[src/rtl/clkdiv_pkg.sv]
package clkdiv_pkg;
  // Per-channel edge commands from control to datapath
  typedef struct packed {
    logic rise;
    logic fall;
  } edgeStrobe_t;
endpackage

[src/rtl/clkdiv_ctrl.sv]
module clkdiv_ctrl
  import clkdiv_pkg::*;
#(
  parameter int SEL_W     = 3,
  parameter int CNT_W     = 7,
  parameter int NUM_RATES = 6,
  parameter int BASE      = 3
) (
  input  logic             refClk,
  input  logic             rstN,
  input  logic [SEL_W-1:0] sel,
  output edgeStrobe_t      strobe
);
  localparam logic [SEL_W-1:0] LAST_CODE = SEL_W'(NUM_RATES - 1);
  localparam logic [CNT_W-1:0] ONE       = CNT_W'(1);

  logic [SEL_W-1:0] selReg;
  logic [SEL_W-1:0] selClamped;
  logic [CNT_W-1:0] count;
  logic [CNT_W-1:0] activeDiv;
  logic [CNT_W-1:0] activeHi;
  logic [CNT_W-1:0] nextDiv;
  logic [CNT_W-1:0] nextHi;
  logic             reload;
  logic             endPeriod;

  // Out-of-range codes fall back to the slowest rate
  always_comb begin
    selClamped = (selReg > LAST_CODE) ? LAST_CODE : selReg;
    nextDiv    = CNT_W'(BASE) << selClamped;
    nextHi     = nextDiv[0] ? ONE : (nextDiv >> 1);
  end

  assign endPeriod   = (count == activeDiv - ONE);
  assign strobe.rise = reload | endPeriod;
  assign strobe.fall = !reload && (count == activeHi - ONE);

  always_ff @(posedge refClk) begin
    selReg <= sel;
    if (!rstN) begin
      count     <= '0;
      activeDiv <= CNT_W'(BASE);
      activeHi  <= ONE;
      reload    <= 1'b1;
    end else if (strobe.rise) begin
      // Period boundary: pick up the captured select
      count     <= '0;
      activeDiv <= nextDiv;
      activeHi  <= nextHi;
      reload    <= 1'b0;
    end else begin
      count <= count + ONE;
    end
  end
endmodule

[src/rtl/clkdiv_out.sv]
module clkdiv_out
  import clkdiv_pkg::*;
#(
  parameter int NCH = 2
) (
  input  logic                  refClk,
  input  logic                  rstN,
  input  edgeStrobe_t [NCH-1:0] strobeVec,
  output logic [NCH-1:0]        clkOut
);
  for (genvar g = 0; g < NCH; g++) begin : g_chan
    always_ff @(posedge refClk) begin
      if (!rstN)                 clkOut[g] <= 1'b0;
      else if (strobeVec[g].rise) clkOut[g] <= 1'b1;
      else if (strobeVec[g].fall) clkOut[g] <= 1'b0;
    end
  end
endmodule

[src/rtl/clkdiv_gen.sv]
module clkdiv_gen
  import clkdiv_pkg::*;
#(
  parameter int SEL_W     = 3,
  parameter int CNT_W     = 7,
  parameter int NUM_RATES = 6,
  parameter int BASE_A    = 3,
  parameter int BASE_B    = 2
) (
  input  logic             refClk,
  input  logic             rstN,
  input  logic [SEL_W-1:0] selA,
  input  logic [SEL_W-1:0] selB,
  output logic             clkA,
  output logic             clkB
);
  localparam int NCH = 2;

  logic [NCH-1:0][SEL_W-1:0] selVec;
  edgeStrobe_t [NCH-1:0]     strobeVec;
  logic [NCH-1:0]            clkOut;

  assign selVec = {selB, selA};

  for (genvar g = 0; g < NCH; g++) begin : g_ctrl
    clkdiv_ctrl #(
      .SEL_W(SEL_W), .CNT_W(CNT_W), .NUM_RATES(NUM_RATES),
      .BASE((g == 0) ? BASE_A : BASE_B)
    ) u_ctrl (
      .refClk(refClk), .rstN(rstN), .sel(selVec[g]), .strobe(strobeVec[g])
    );
  end

  clkdiv_out #(.NCH(NCH)) u_out (
    .refClk(refClk), .rstN(rstN), .strobeVec(strobeVec), .clkOut(clkOut)
  );

  assign clkA = clkOut[0];
  assign clkB = clkOut[1];
endmodule

[config.mk]
export PLATFORM = sky130hd
export DESIGN_NAME = clkdiv_gen
export DESIGN_NICKNAME = d
export VERILOG_FILES = /design/src/rtl/clkdiv_pkg.sv /design/src/rtl/clkdiv_ctrl.sv /design/src/rtl/clkdiv_out.sv /design/src/rtl/clkdiv_gen.sv
export SDC_FILE = /design/constraint.sdc
export NUM_CORES = 1
export LEC_CHECK = 0
export BUFFER_PORTS_ARGS = -buffer_cell sky130_fd_sc_hd__clkbuf_2
export CORE_MARGIN = 5
export CORE_UTILIZATION = 45
export CTS_BUF_LIST = sky130_fd_sc_hd__clkbuf_4 sky130_fd_sc_hd__clkbuf_8
export CTS_CLUSTER_SIZE = 30
export DETAILED_ROUTE_END_ITERATION = 7
export PLACE_DENSITY = 0.69
export SYNTH_ARGS = -nofsm -noshare
export SYNTH_HDL_FRONTEND = slang
export SYNTH_HIERARCHICAL = 1
export SYNTH_SLANG_ARGS = --single-unit
[constraint.sdc]
create_clock -name refClk -period 3.7 [get_ports refClk]
set_input_delay 0.74 -clock refClk [delete_from_list [all_inputs] [get_ports refClk]]
set_output_delay 0.74 -clock refClk [all_outputs]
set_load 0.005 [all_outputs]
Yosys cells after proc, flatten, opt, wreduce, memory -nomap -nowiden

Cells that the tools add are included.

Shift-type cells: 2
$lt $le $gt $ge: 2
Mux-type cells: 8
Equality and inequality tests: 4
Bitwise gates (word level): 3
Reductions and logical operators: 8
$add $sub $neg: 6

Operators by type and width:

| operator              | number |
|---|---|
| $eq A7 B7 Y1          | 4 |
| $sub A7 B1 Y7 const B | 4 |
| $add A7 B1 Y7 const B | 2 |
| $shl A2 B3 Y7 const A | 2 |
| $mux W6               | 2 |
| $gt A3 B3 Y1 const B  | 2 |
| $mux W3               | 2 |
| $mux W1               | 4 |
| $reduce_bool A2 Y1    | 2 |
| $reduce_or A2 Y1      | 2 |
| $logic_and A1 B1 Y1   | 2 |
| $logic_not A1 Y1      | 2 |
| $or A1 B1 Y1          | 2 |
| $not A1 Y1            | 1 |

Output and inout bits: 2
Bits of input ports: 8
Register bits after elaboration: 52

Depth between registers and ports, before layout

Gate-level depths: netlist of run 1.

Depth in word-level cells: 5
Depth in mapped cells: 9

Cells and area by module

Netlist of run 1, hierarchy kept.

By module, submodules not included:

| module                         | instances | cells an instance | seq. area each (sq um) | area each (sq um) |
|---|---|---|---|---|
| clkdiv_ctrl (g_ctrl[0].u_ctrl) | 1         | 152               | 420.4                  | 1295.0 |
| clkdiv_ctrl (g_ctrl[1].u_ctrl) | 1         | 103               | 340.3                  | 965.9 |
| clkdiv_out                     | 1         | 6                 | 40.0                   | 82.6 |

Least setup slack after synthesis of run 1

No wires, ideal clock.

Path kind: register to register
Start point: register g_ctrl[0].u_ctrl.activeDiv[3]
End point: register u_out.clkOut[0]
Slack: 1.550 ns
Data required time: 3.585 ns
Arrival: 2.036 ns
Cell stages (with the launch flop): 9
Library setup time: 0.115 ns
Path buffers: 1
Path through: dfxtp_1 -> buf_6 -> or3_4 -> a2111oi_2 -> a221oi_1 -> o21a_1 -> a2111oi_2 -> nor2b_4 -> o21a_1

Cells in the longest elaborated chain, start to end: 4

Ends and longest elaborated chain:

| element                                              | line              | source |
|---|---|---|
| start: declaration                                   | clkdiv_ctrl.sv:20 | `logic [CNT_W-1:0] activeDiv;` |
| start signal: assignment                             | clkdiv_ctrl.sv:42 | `activeDiv <= CNT_W'(BASE);` |
| start signal: assignment                             | clkdiv_ctrl.sv:48 | `activeDiv <= nextDiv;` |
| $sub A7 B1 Y7 (*)                                    | clkdiv_ctrl.sv:34 | `assign endPeriod = (count == activeDiv - ONE);` |
| $eq A7 B7 Y1 (*)                                     | clkdiv_ctrl.sv:34 |  |
| $or A1 B1 Y1 (*)                                     | clkdiv_ctrl.sv:35 | `assign strobe.rise = reload \| endPeriod;` |
| $mux W1 / $reduce_bool A2 Y1 (equally long branches) | --                |  |
| end signal: indexed assignment                       | clkdiv_out.sv:13  | `if (!rstN) clkOut[g] <= 1'b0;` |
| end signal: indexed assignment                       | clkdiv_out.sv:14  | `else if (strobeVec[g].rise) clkOut[g] <= 1'b1;` |
| end signal: indexed assignment                       | clkdiv_out.sv:15  | `else if (strobeVec[g].fall) clkOut[g] <= 1'b0;` |
| end: declaration                                     | clkdiv_out.sv:9   | `output logic [NCH-1:0] clkOut` |

Every way passes the cells marked *; elsewhere a longest branch is shown, timed or not.
A chain may end at the register's enable or synchronous reset.

Worst setup path after layout of run 1

Start point: register g_ctrl[0].u_ctrl.activeHi[0]
End point: register u_out.clkOut[0]

Cells in the longest elaborated chain, start to end: 4

Ends and longest elaborated chain:

| element                      | line              | source |
|---|---|---|
| start: declaration           | clkdiv_ctrl.sv:21 | `logic [CNT_W-1:0] activeHi;` |
| start signal: assignment     | clkdiv_ctrl.sv:49 | `activeHi <= nextHi;` |
| $sub A7 B1 Y7                | clkdiv_ctrl.sv:36 | `assign strobe.fall = !reload && (count == activeHi - ONE);` |
| $eq A7 B7 Y1                 | clkdiv_ctrl.sv:36 |  |
| $logic_and A1 B1 Y1          | clkdiv_ctrl.sv:36 |  |
| $reduce_bool A2 Y1 (no line) | --                |  |

Every way passes these cells.

==> flow_metrics.py, run 1 <==
metrics = {
    "setup_path": {
        "path_buf_inv": 2,
        "required_ns": 3.88,
        "critPathLaunchType": "register",
        "reg2reg_slack_ns": 1.16,
        "critPathTopFamily": "compound AO/OA/AOI/OAI gates",
        "crit_path_end_kind": "register",
        "max_stage_delay_ns": 0.58,
        "slowest_stage": "o41a_1",
        "crit_type": "register to register",
        "cp.arrival_ns": 2.73,
        "path_cells": "inv_1, ha_1, xnor2_1, o2111ai_1, o41a_1, clkinv_1, o21a_1",
        "worstPathMaxFanout": 11,
    },
    "finish": {
        "antenna_cells": 0,
        "area_growth_pct": 9.24,
        "stdcell_area_sq_um": 2560,
        "layout-drive-gt1-share_pct": 12.9,
        "layout_common_cells": "dfxtp_1 (40), nand2_1 (29), xnor2_1 (25), xor2_1 (20), nor2_1 (17)",
        "layout_commonest_cell": "dfxtp_1",
        "final_nets": 278,
    },
    "clock_tree": {
        "cts_inserted_buffers": 5,
        "clk_path_buf_depth": 2,
        "cts_resized": 0,
        "clk_latency_ns": 0.28,
        "clockRootBuffer": "clkbuf_8",
        "tritoncts": "built",
        "cts_hold_buffers": 0,
        "h-tree-depth": 2,
        "post_cts_buffers": 0,
        "path_clk_slew_ns": 0.08,
        "clock-sinks": 40,
    },
    "floorplan": {
        "start_util_pct": 46.2,
        "row_count": 26,
        "die_height_um": 82.2,
        "dieArea_sq_um": 6750,
        "core-area_sq_um": 5070,
        "die_w_um": 82.2,
        "pin_count": 10,
    },
    "routing": {
        "ant_nets": 0,
        "wl_per_cell_um": 12.2,
        "drt-initial-drc-count": 62,
        "drc": 0,
        "firstDrtPassIters": 4,
        "routed_wl_mm": 4.08,
        "via_per_inst": 4.94,
        "vias": 1651,
    },
    "power": {
        "p_leak_nw": 1.05,
        "power.density_nw_per_um2": 457,
        "internal_power_mw": 0.887,
        "clock_power_share_pct": 42.0,
        "swShare_pct": 24.2,
        "p_sw_mw": 0.283,
        "pwr-share-seq_pct": 41.5,
        "combPwrFrac_pct": 16.6,
        "ir_drop_v": 0.000285,
    },
    "grt": {
        "grt_pass1_vias": 1600,
        "antenna_found_initial": 0,
        "grt_max_degree": 32,
        "grt_overflow": 0,
        "grt_usage_pct": 13.8,
        "grt_pass1_wl_mm": 7.26,
    },
    "synthesis": {
        "syn_area_per_cell_sq_um": 8.98,
        "ys_seq_elements": 40,
        "ys.flop_type": "dfxtp_1",
        "yosysSeqAreaShare_pct": 34.2,
        "async_flop_share_pct": 0,
        "syn_area_sq_um": 2340,
        "synth.distinct_cells": 50,
        "synth_edf_count": 0,
        "syn_inst": 261,
        "yosys_warnings": 6,
        "syn_nets": 276,
    },
    "timing": {
        "setup_slack_ns": 1.16,
        "period_minus_slack_ns": 2.54,
        "tns_ns": 0,
        "slew_headroom_pct": 58.4,
        "hold_viol": 0,
        "hold_ws_ns": 0.490,
        "fin_crit_sh_pct": 68.7,
        "clock.fmax_ghz": 0.393,
        "worst_clock_skew_ns": 0.00215,
        "rsz0062_at_grt": "false",
        "setup_violations": 0,
        "max_slew.worst_pin.slew_ns": 0.624,
        "final_max_slew_viol_count": 0,
    },
    "place": {
        "port_buffers": 9,
        "detailed_place_hpwl_mm": 2.97,
        "pre_cts_ws_ns": 1.17,
        "post_dp_cell_area_sq_um": 2400,
        "place.gp.congestion": 0.840,
    },
    "min_path": {
        "hp-class": "register to register",
    },
    "outcome": {
        "status": "finished clean",
    },
    "flow_run": {
        "maxCapViolations": 0,
    },
}
layer usage:
metal	global-route usage, %	wire length (um)
met4	5.32	26
met5	0	0
met1	17.5	2040
met2	22.8	1880
met3	3.25	127
metrics by stage:
step	utilization, %	std cells	total power [mW]
2_1_floorplan	-	261	0.657
3_3_place_gp	47.3	326	0.687
3_5_place_dp	47.3	326	0.691
4_1_cts	50.4	334	1.18
5_1_grt	50.4	334	1.23
6_report	50.4	334	1.17
layout make-up:
| type | count | area (sq um) |
|---|---|---|
| timing repair buffer | 10 | 52.6 |
| clock buffer | 5 | 68.8 |
| sequential | 40 | 801 |
| clock inverter | 3 | 90.1 |
| multi-input combinational | 192 | 1410 |
| inverter | 14 | 52.6 |
| tap | 70 | 87.6 |
| fill | 485 | 2510 |
synth_stat cells, types with 2 or more instances:
master | instances | area [sq um]
nand3b_1 | 4 | 30.0
o21a_1 | 3 | 22.5
dfxtp_1 | 40 | 801
inv_1 | 12 | 45.0
nor4_1 | 2 | 12.5
nor3_1 | 13 | 65.1
and3_1 | 5 | 31.3
xor2_1 | 20 | 175
a21o_1 | 2 | 15.0
o21ai_0 | 7 | 35.0
mux2i_1 | 13 | 130
buf_6 | 2 | 22.5
buf_2 | 5 | 25.0
nor2_1 | 17 | 63.8
nor2b_1 | 2 | 12.5
nand2b_1 | 2 | 12.5
nand2_1 | 29 | 109
xnor2_1 | 25 | 219
or4_1 | 2 | 15.0
nand3_1 | 12 | 60.1
nor2b_4 | 2 | 27.5
a2111oi_2 | 2 | 30.0
ha_1 | 7 | 87.6
clkbuf_1 | 6 | 22.5
mux2_4 | 2 | 30.0
logic make-up (layout without fill, tap and decap cells):
kind of cell	after synthesis	in the layout	share of synthesized area [%]
xor gates and xnor gates	46	46	17.8
DFF	40	40	34.2
buffers and inverters	29	32	5.77
adders and majority gates	7	7	3.74
and+or+nand+nor	98	98	22.3
AOI/OAI and AO/OA	26	26	9.40
muxes	15	15	6.83
final timing paths:
check | start | end | depth (start not counted)
max | g_ctrl[0].u_ctrl/activeHi[0] | u_out/clkOut[0] | 7
min | g_ctrl[0].u_ctrl/activeDiv[6] | g_ctrl[0].u_ctrl/activeDiv[6] | 2
max reg2reg | g_ctrl[0].u_ctrl/activeHi[0] | u_out/clkOut[0] | 7
min reg2reg | g_ctrl[0].u_ctrl/activeDiv[6] | g_ctrl[0].u_ctrl/activeDiv[6] | 2
worst register-to-register path: cells and delay by family (launching register included):
kind / cells / cell delay (ns)
xor+xnor: 1 / 0.15
fa+ha+maj: 1 / 0.27
buf+inv: 2 / 0.55
compound gates: 3 / 1.04
flops: 1 / 0.44
sequential cells by signal, indices dropped and copies added, names as in the netlist:
signal,cells
g_ctrl.u_ctrl/selReg,6
g_ctrl.u_ctrl/reload,2
g_ctrl.u_ctrl/count,14
g_ctrl.u_ctrl/activeHi,4
g_ctrl.u_ctrl/activeDiv,12
u_out/clkOut,2
power by group through the flow:
stage	Sequential [mW]	Clock, mW	Combinational [mW]
after floorplan	0.484	0	0.173
after global placement	0.495	0	0.192
after detailed placement	0.496	0	0.195
after CTS	0.485	0.500	0.197
after global routing	0.491	0.519	0.217
final	0.485	0.491	0.194
No activity file was read; power rests on OpenSTA's default activity.
==> inputs of run 2 (changes only) <==
--- a/config.mk
+++ b/config.mk
@@ -11,7 +11,7 @@
 export CTS_BUF_LIST = sky130_fd_sc_hd__clkbuf_4 sky130_fd_sc_hd__clkbuf_8
 export CTS_CLUSTER_SIZE = 30
 export DETAILED_ROUTE_END_ITERATION = 7
-export PLACE_DENSITY = 0.69
+export PLACE_DENSITY = 0.72
 export SYNTH_ARGS = -nofsm -noshare
 export SYNTH_HDL_FRONTEND = slang
 export SYNTH_HIERARCHICAL = 1
==> constraint.sdc (replaced) <==
create_clock -name refClk -period 2.12 [get_ports refClk]
set_input_delay 0.424 -clock refClk [delete_from_list [all_inputs] [get_ports refClk]]
set_output_delay 0.424 -clock refClk [all_outputs]
set_load 0.005 [all_outputs]
==> flow_metrics.py, run 2 (synthesis gave the netlist of run 1 again) <==
metrics = {
    "outcome": {
        "status": "finished, violations left",
        "violations": "setup timing",
    },
    "clock_tree": {
        "h-tree-depth": 2,
        "clk_latency_ns": 0.29,
        "path_clk_slew_ns": 0.07,
        "tritoncts": "built",
        "clk_path_buf_depth": 2,
        "cts_inserted_buffers": 5,
        "clockRootBuffer": "clkbuf_8",
        "clock-sinks": 40,
    },
    "place": {
        "post_dp_cell_area_sq_um": 2520,
        "detailed_place_hpwl_mm": 3.28,
        "pre_cts_ws_ns": -0.0642,
        "place.gp.congestion": 0.858,
        "place_inst": 340,
        "port_buffers": 9,
    },
    "grt": {
        "antenna_found_initial": 0,
        "grt_pass1_vias": 1715,
        "grt_overflow": 0,
        "grt_usage_pct": 15.3,
        "grt_pass1_wl_mm": 8.07,
        "grt_max_degree": 31,
    },
    "routing": {
        "vias": 1780,
        "drc": 0,
        "wl_per_cell_um": 12.8,
        "drt-initial-drc-count": 102,
        "ant_nets": 0,
        "firstDrtPassIters": 4,
        "via_per_inst": 5.07,
        "routed_wl_mm": 4.51,
    },
    "power": {
        "p_leak_nw": 1.12,
        "power.density_nw_per_um2": 693,
        "finalPower_mw": 1.89,
        "ir_drop_v": 0.000463,
    },
    "finish": {
        "instances_no_fill": 351,
        "layout_commonest_cell": "dfxtp_1",
        "final_nets": 295,
        "layout_common_cells": "dfxtp_1 (35), nand2_1 (29), xnor2_1 (24), xor2_1 (19), buf_4 (18)",
        "layout-drive-gt1-share_pct": 22.8,
        "stdcell_area_sq_um": 2730,
        "reg_top3": "g_ctrl.u_ctrl/count (14), g_ctrl.u_ctrl/activeDiv (12), g_ctrl.u_ctrl/selReg (6)",
        "largest_reg_flops": 14,
        "utilization_pct": 53.7,
        "antenna_cells": 0,
        "regMostFlops": "g_ctrl.u_ctrl/count",
        "area_growth_pct": 16.3,
    },
    "floorplan": {
        "die_height_um": 82.2,
        "die_w_um": 82.2,
        "pin_count": 10,
        "dieArea_sq_um": 6750,
        "row_count": 26,
        "core-area_sq_um": 5070,
        "start_util_pct": 46.2,
    },
    "setup_path": {
        "reg2reg_from": "g_ctrl[1].u_ctrl/activeDiv[1]",
        "crit_type": "register to register",
        "required_ns": 2.30,
        "crit_path_end_kind": "register",
        "worstPathMaxFanout": 3,
        "reg2reg_slack_ns": -0.02,
        "rr_endpoint": "u_out/clkOut[1]",
        "critPathLaunchType": "register",
        "cp.arrival_ns": 2.32,
        "reg2reg_depth": 8,
    },
    "timing": {
        "clock.fmax_ghz": 0.468,
        "slew_headroom_pct": 71.6,
        "hold_ws_ns": 0.240,
        "fin_crit_sh_pct": 101,
        "max_slew.worst_pin.slew_ns": 0.423,
        "setup_slack_ns": -0.0153,
        "setup_violations": 1,
        "period_minus_slack_ns": 2.14,
        "tns_ns": -0.0153,
        "worst_clock_skew_ns": 0.00742,
        "final_max_slew_viol_count": 0,
        "hold_viol": 0,
    },
    "min_path": {
        "hp-class": "input port to register",
        "hold_path_end": "g_ctrl[1].u_ctrl/selReg[1]",
        "worstHoldStart": "selB[1]",
        "hold-path-cell-count": 1,
    },
    "flow_run": {
        "maxCapViolations": 0,
    },
}
==> run 2: cell types whose count changed in the layout (fill, tap and decap cells not counted), moves of 3 or more <==
| cell | before | now |
|---|---|---|
| buf_4 | 1 | 18 |
| dfxtp_2 | 0 | 5 |
| dfxtp_1 | 40 | 35 |
| ha_1 | 7 | 4 |
==> run 2: worst max-delay path, stage by stage (launching register included) <==
cell     delay [ns]
dfxtp_2        0.34
nor3_2         0.21
nand2_1        0.13
xnor2_1        0.17
or4_1          0.55
nor4_1         0.30
buf_4          0.16
nor2b_4        0.03
o21a_1         0.15
==> run 2: metal layers <==
metal	up-vias	wire length [um]	GRT usage (%)	part of all wire, %
met5	-	0	0	0
met4	0	26	4.65	0.58
met3	2	158	3.15	3.5
met2	26	2250	25.5	50
met1	828	2080	19.8	46
li1	924	-	-	-
==> run 2: layout make-up <==
| cell class | instances | area (sq um) |
|---|---|---|
| Multi-Input combinational cell | 192 | 1490 |
| Tap cell | 70 | 87.6 |
| Timing Repair Buffer | 27 | 180 |
| Fill cell | 477 | 2350 |
| Clock buffer | 6 | 76.3 |
| Sequential cell | 40 | 807 |
| Inverter | 14 | 52.6 |
| Clock inverter | 2 | 35.0 |
==> run 2: what timing repair did <==
action | in CTS | in global routing
resized for setup | 2 | 13
setup buffers | 2 | 1
pin swaps | 1 | 5
setup endpoints to repair | 14 | 11
hold buffers | 0 | 0
==> run 2: worst max path at each step <==
| stage | slack, ns | to | depth (start not counted) | start |
|---|---|---|---|---|
| floorplan | 0.02 | u_out/clkOut[0] | 8 | g_ctrl[0].u_ctrl/activeDiv[3] |
| global placement | -0.009 | u_out/clkOut[0] | 8 | g_ctrl[0].u_ctrl/activeHi[0] |
| detailed placement | -0.06 | u_out/clkOut[0] | 8 | g_ctrl[0].u_ctrl/activeHi[0] |
| global route | -0.06 | u_out/clkOut[1] | 8 | g_ctrl[1].u_ctrl/activeDiv[1] |
| CTS | 0.002 | u_out/clkOut[0] | 7 | g_ctrl[0].u_ctrl/activeHi[0] |
| finish | -0.02 | u_out/clkOut[1] | 8 | g_ctrl[1].u_ctrl/activeDiv[1] |
==> run 2: power by group <==
group / leakage [nW] / internal [mW] / total (mW) / switching, mW
logic: 0.736 / 0.226 / 0.439 / 0.213
clock network: 0.0586 / 0.362 / 0.610 / 0.249
registers: 0.330 / 0.793 / 0.840 / 0.0467
total: 1.12 / 1.38 / 1.89 / 0.509
==> inputs of run 3 (changes only) <==
--- a/config.mk
+++ b/config.mk
@@ -14,5 +14,4 @@
 export PLACE_DENSITY = 0.72
 export SYNTH_ARGS = -nofsm -noshare
 export SYNTH_HDL_FRONTEND = slang
-export SYNTH_HIERARCHICAL = 1
 export SYNTH_SLANG_ARGS = --single-unit
==> flow_metrics.py, run 3 <==
metrics = {
    "outcome": {
        "status": "finished clean",
    },
    "clock_tree": {
        "clk_path_buf_depth": 2,
        "tritoncts": "built",
        "h-tree-depth": 2,
        "clock-sinks": 41,
        "cts_inserted_buffers": 5,
        "path_clk_slew_ns": 0.08,
        "cts_hold_buffers": 0,
        "clockRootBuffer": "clkbuf_8",
        "clk_latency_ns": 0.29,
    },
    "timing": {
        "fin_crit_sh_pct": 95.4,
        "slew_headroom_pct": 69.2,
        "max_slew.worst_pin.slew_ns": 0.460,
        "hold_viol": 0,
        "period_minus_slack_ns": 2.02,
        "final_max_slew_viol_count": 0,
        "clock.fmax_ghz": 0.495,
        "hold_ws_ns": 0.223,
        "setup_violations": 0,
        "worst_clock_skew_ns": 0.00602,
    },
    "floorplan": {
        "die_height_um": 84.2,
        "dieArea_sq_um": 7090,
        "die_w_um": 84.2,
        "start_util_pct": 45.5,
        "core-area_sq_um": 5440,
        "row_count": 27,
        "pin_count": 10,
    },
    "finish": {
        "reg_top3": "g_ctrl.u_ctrl.count (14), g_ctrl.u_ctrl.activeDiv (12), g_ctrl.u_ctrl.selReg (6)",
        "final_nets": 315,
        "layout-drive-gt1-share_pct": 20.9,
        "antenna_cells": 0,
        "multi_input_area_sq_um": 1580,
        "regMostFlops": "g_ctrl.u_ctrl.count",
        "area_growth_pct": 16.8,
        "largest_reg_flops": 14,
        "layout_common_cells": "dfxtp_1 (38), nor2_1 (24), buf_4 (19), inv_1 (17), xor2_1 (16)",
        "seqCellArea_sq_um": 825,
        "fillers": 501,
        "layout_commonest_cell": "dfxtp_1",
    },
    "setup_path": {
        "cp.arrival_ns": 2.23,
        "rr_endpoint": "g_ctrl[0].u_ctrl.activeHi[1]",
        "required_ns": 2.33,
        "crit_type": "register to register",
        "worstPathMaxFanout": 5,
        "reg2reg_slack_ns": 0.1,
        "reg2reg_from": "g_ctrl[0].u_ctrl.activeDiv[0]",
        "crit_path_end_kind": "register",
        "reg2reg_depth": 8,
        "critPathLaunchType": "register",
    },
    "synthesis": {
        "yosysSeqAreaShare_pct": 33.1,
        "yosys_warnings": 0,
        "syn_area_sq_um": 2480,
        "ys.flop_type": "dfxtp_1",
        "synth.distinct_cells": 63,
        "synth_edf_count": 0,
        "syn_area_per_cell_sq_um": 8.91,
        "async_flop_share_pct": 0,
        "synth_top_area_share_pct": 33.1,
        "ys_seq_elements": 41,
        "synth_top_cell_by_area": "dfxtp_1",
        "syn_nets": 292,
        "synthTopCellsByCount": "dfxtp_1 (41), nor2_1 (24), inv_1 (17), xor2_1 (16), xnor2_1 (15)",
        "syn_inst": 278,
        "synthTopCellsByArea": "dfxtp_1 (33%), xor2_1 (5.7%), xnor2_1 (5.3%)",
        "synth_most_common_cell": "dfxtp_1",
    },
    "place": {
        "detailed_place_hpwl_mm": 3.79,
        "port_buffers": 9,
        "place.gp.congestion": 0.843,
    },
    "flow_run": {
        "maxCapViolations": 0,
    },
    "grt": {
        "grt_overflow": 0,
        "grt_max_degree": 21,
        "antenna_found_initial": 0,
        "grt_usage_pct": 15.1,
        "grt_pass1_wl_mm": 8.85,
        "grt_pass1_vias": 1903,
    },
    "routing": {
        "drt-initial-drc-count": 144,
        "vias": 2128,
        "drc": 0,
        "firstDrtPassIters": 4,
        "routed_wl_mm": 5.23,
        "via_per_inst": 5.69,
        "wl_per_cell_um": 14.0,
        "ant_nets": 0,
    },
    "power": {
        "clock_power_share_pct": 31.8,
        "ir_drop_v": 0.000378,
        "pwr-share-seq_pct": 42.2,
        "p_sw_mw": 0.621,
        "swShare_pct": 29.7,
        "combPwrFrac_pct": 26.0,
        "p_leak_nw": 1.17,
        "internal_power_mw": 1.47,
        "power.density_nw_per_um2": 723,
        "finalPower_mw": 2.09,
    },
    "min_path": {
        "worstHoldStart": "selB[1]",
        "hp-class": "input port to register",
        "hold-path-cell-count": 1,
        "hold_path_end": "g_ctrl[1].u_ctrl.selReg[1]",
    },
}
run 3: cell count changes in the layout (fill, tap and decap cells not counted), moves of 5 or more:
cell / delta
inv_1: +6
nand2_1: -15
xnor2_1: -9
and3_1: +8
mux2i_1: -13
o311ai_1: +6
nor2_1: +7
nor3_1: -9
o22ai_1: +5
run 3: cell type report:
cell class	instances	area share [%]
tap	72	3.11
inverter	17	2.20
multi-input combinational	204	54.4
clock inverter	1	1.04
clock buffer	7	3.11
timing repair buffer	32	7.61
sequential	41	28.5
run 3: through the flow:
stage                     instances  util, %  TNS [ns]  setup WS, ns  area, sq um
final                           374     53.2         0        0.0979         2890
after global routing            374     53.2   -0.0416       -0.0224         2890
after CTS                       370     51.3         0        0.0252         2790
after detailed placement        362     49.0  -0.00739      -0.00739         2670
after global placement          362     49.0         0        0.0445         2670
after floorplan                 278        -         0        0.0890         2480
run 3: cell families (layout without fill, tap and decap cells):
logic type	after synthesis	after routing	synth area share (%)
and+or+nand+nor	98	98	21.6
xor gates and xnor gates	36	36	15.3
adders and majority gates	6	6	3.03
AOI/OAI and AO/OA	64	64	20.9
DFF	41	41	33.1
buffers and inverters	33	57	6.11
run 3: worst max path at each step:
stage	from	to	cells past startpoint
2_1_floorplan	g_ctrl[1].u_ctrl.activeDiv[1]	g_ctrl[1].u_ctrl.activeDiv[6]	8
3_3_place_gp	g_ctrl[0].u_ctrl.activeDiv[0]	g_ctrl[0].u_ctrl.activeDiv[3]	8
3_5_place_dp	g_ctrl[0].u_ctrl.activeDiv[1]	g_ctrl[0].u_ctrl.activeDiv[3]	8
4_1_cts	g_ctrl[1].u_ctrl.activeDiv[1]	g_ctrl[1].u_ctrl.activeDiv[6]	8
5_1_grt	g_ctrl[1].u_ctrl.activeDiv[2]	g_ctrl[1].u_ctrl.activeDiv[6]	8
6_report	g_ctrl[0].u_ctrl.activeDiv[0]	g_ctrl[0].u_ctrl.activeHi[1]	8
run 3: what timing repair did:
item | in CTS | in global routing
pin swaps | 0 | 3
buffers inserted | 0 | 2
cloned | 0 | 2
endpoints found under the setup margin | 5 | 26
resized for setup | 1 | 18
run 3: critical path, cell delays in order, from the launching register on:
cell,delay (ns)
dfxtp_2,0.34
inv_1,0.05
ha_2,0.17
nor2b_4,0.14
a21bo_2,0.20
a211o_1,0.34
buf_6,0.15
or4_1,0.46
o221ai_1,0.08
run 3: routing by layer:
metal	routed length, um	global-route usage (%)
met1	2550	21.7
met2	2320	22.8
met3	284	2.75
met4	71	4.68
met5	0	0
run 3: power groups by stage:
stage / clock (mW) / combinational, mW / sequential, mW
finish: 0.666 / 0.544 / 0.883
global route: 0.724 / 0.598 / 0.893
CTS: 0.684 / 0.501 / 0.879
detailed placement: 0 / 0.498 / 0.897
global placement: 0 / 0.490 / 0.896
floorplan: 0 / 0.384 / 0.884
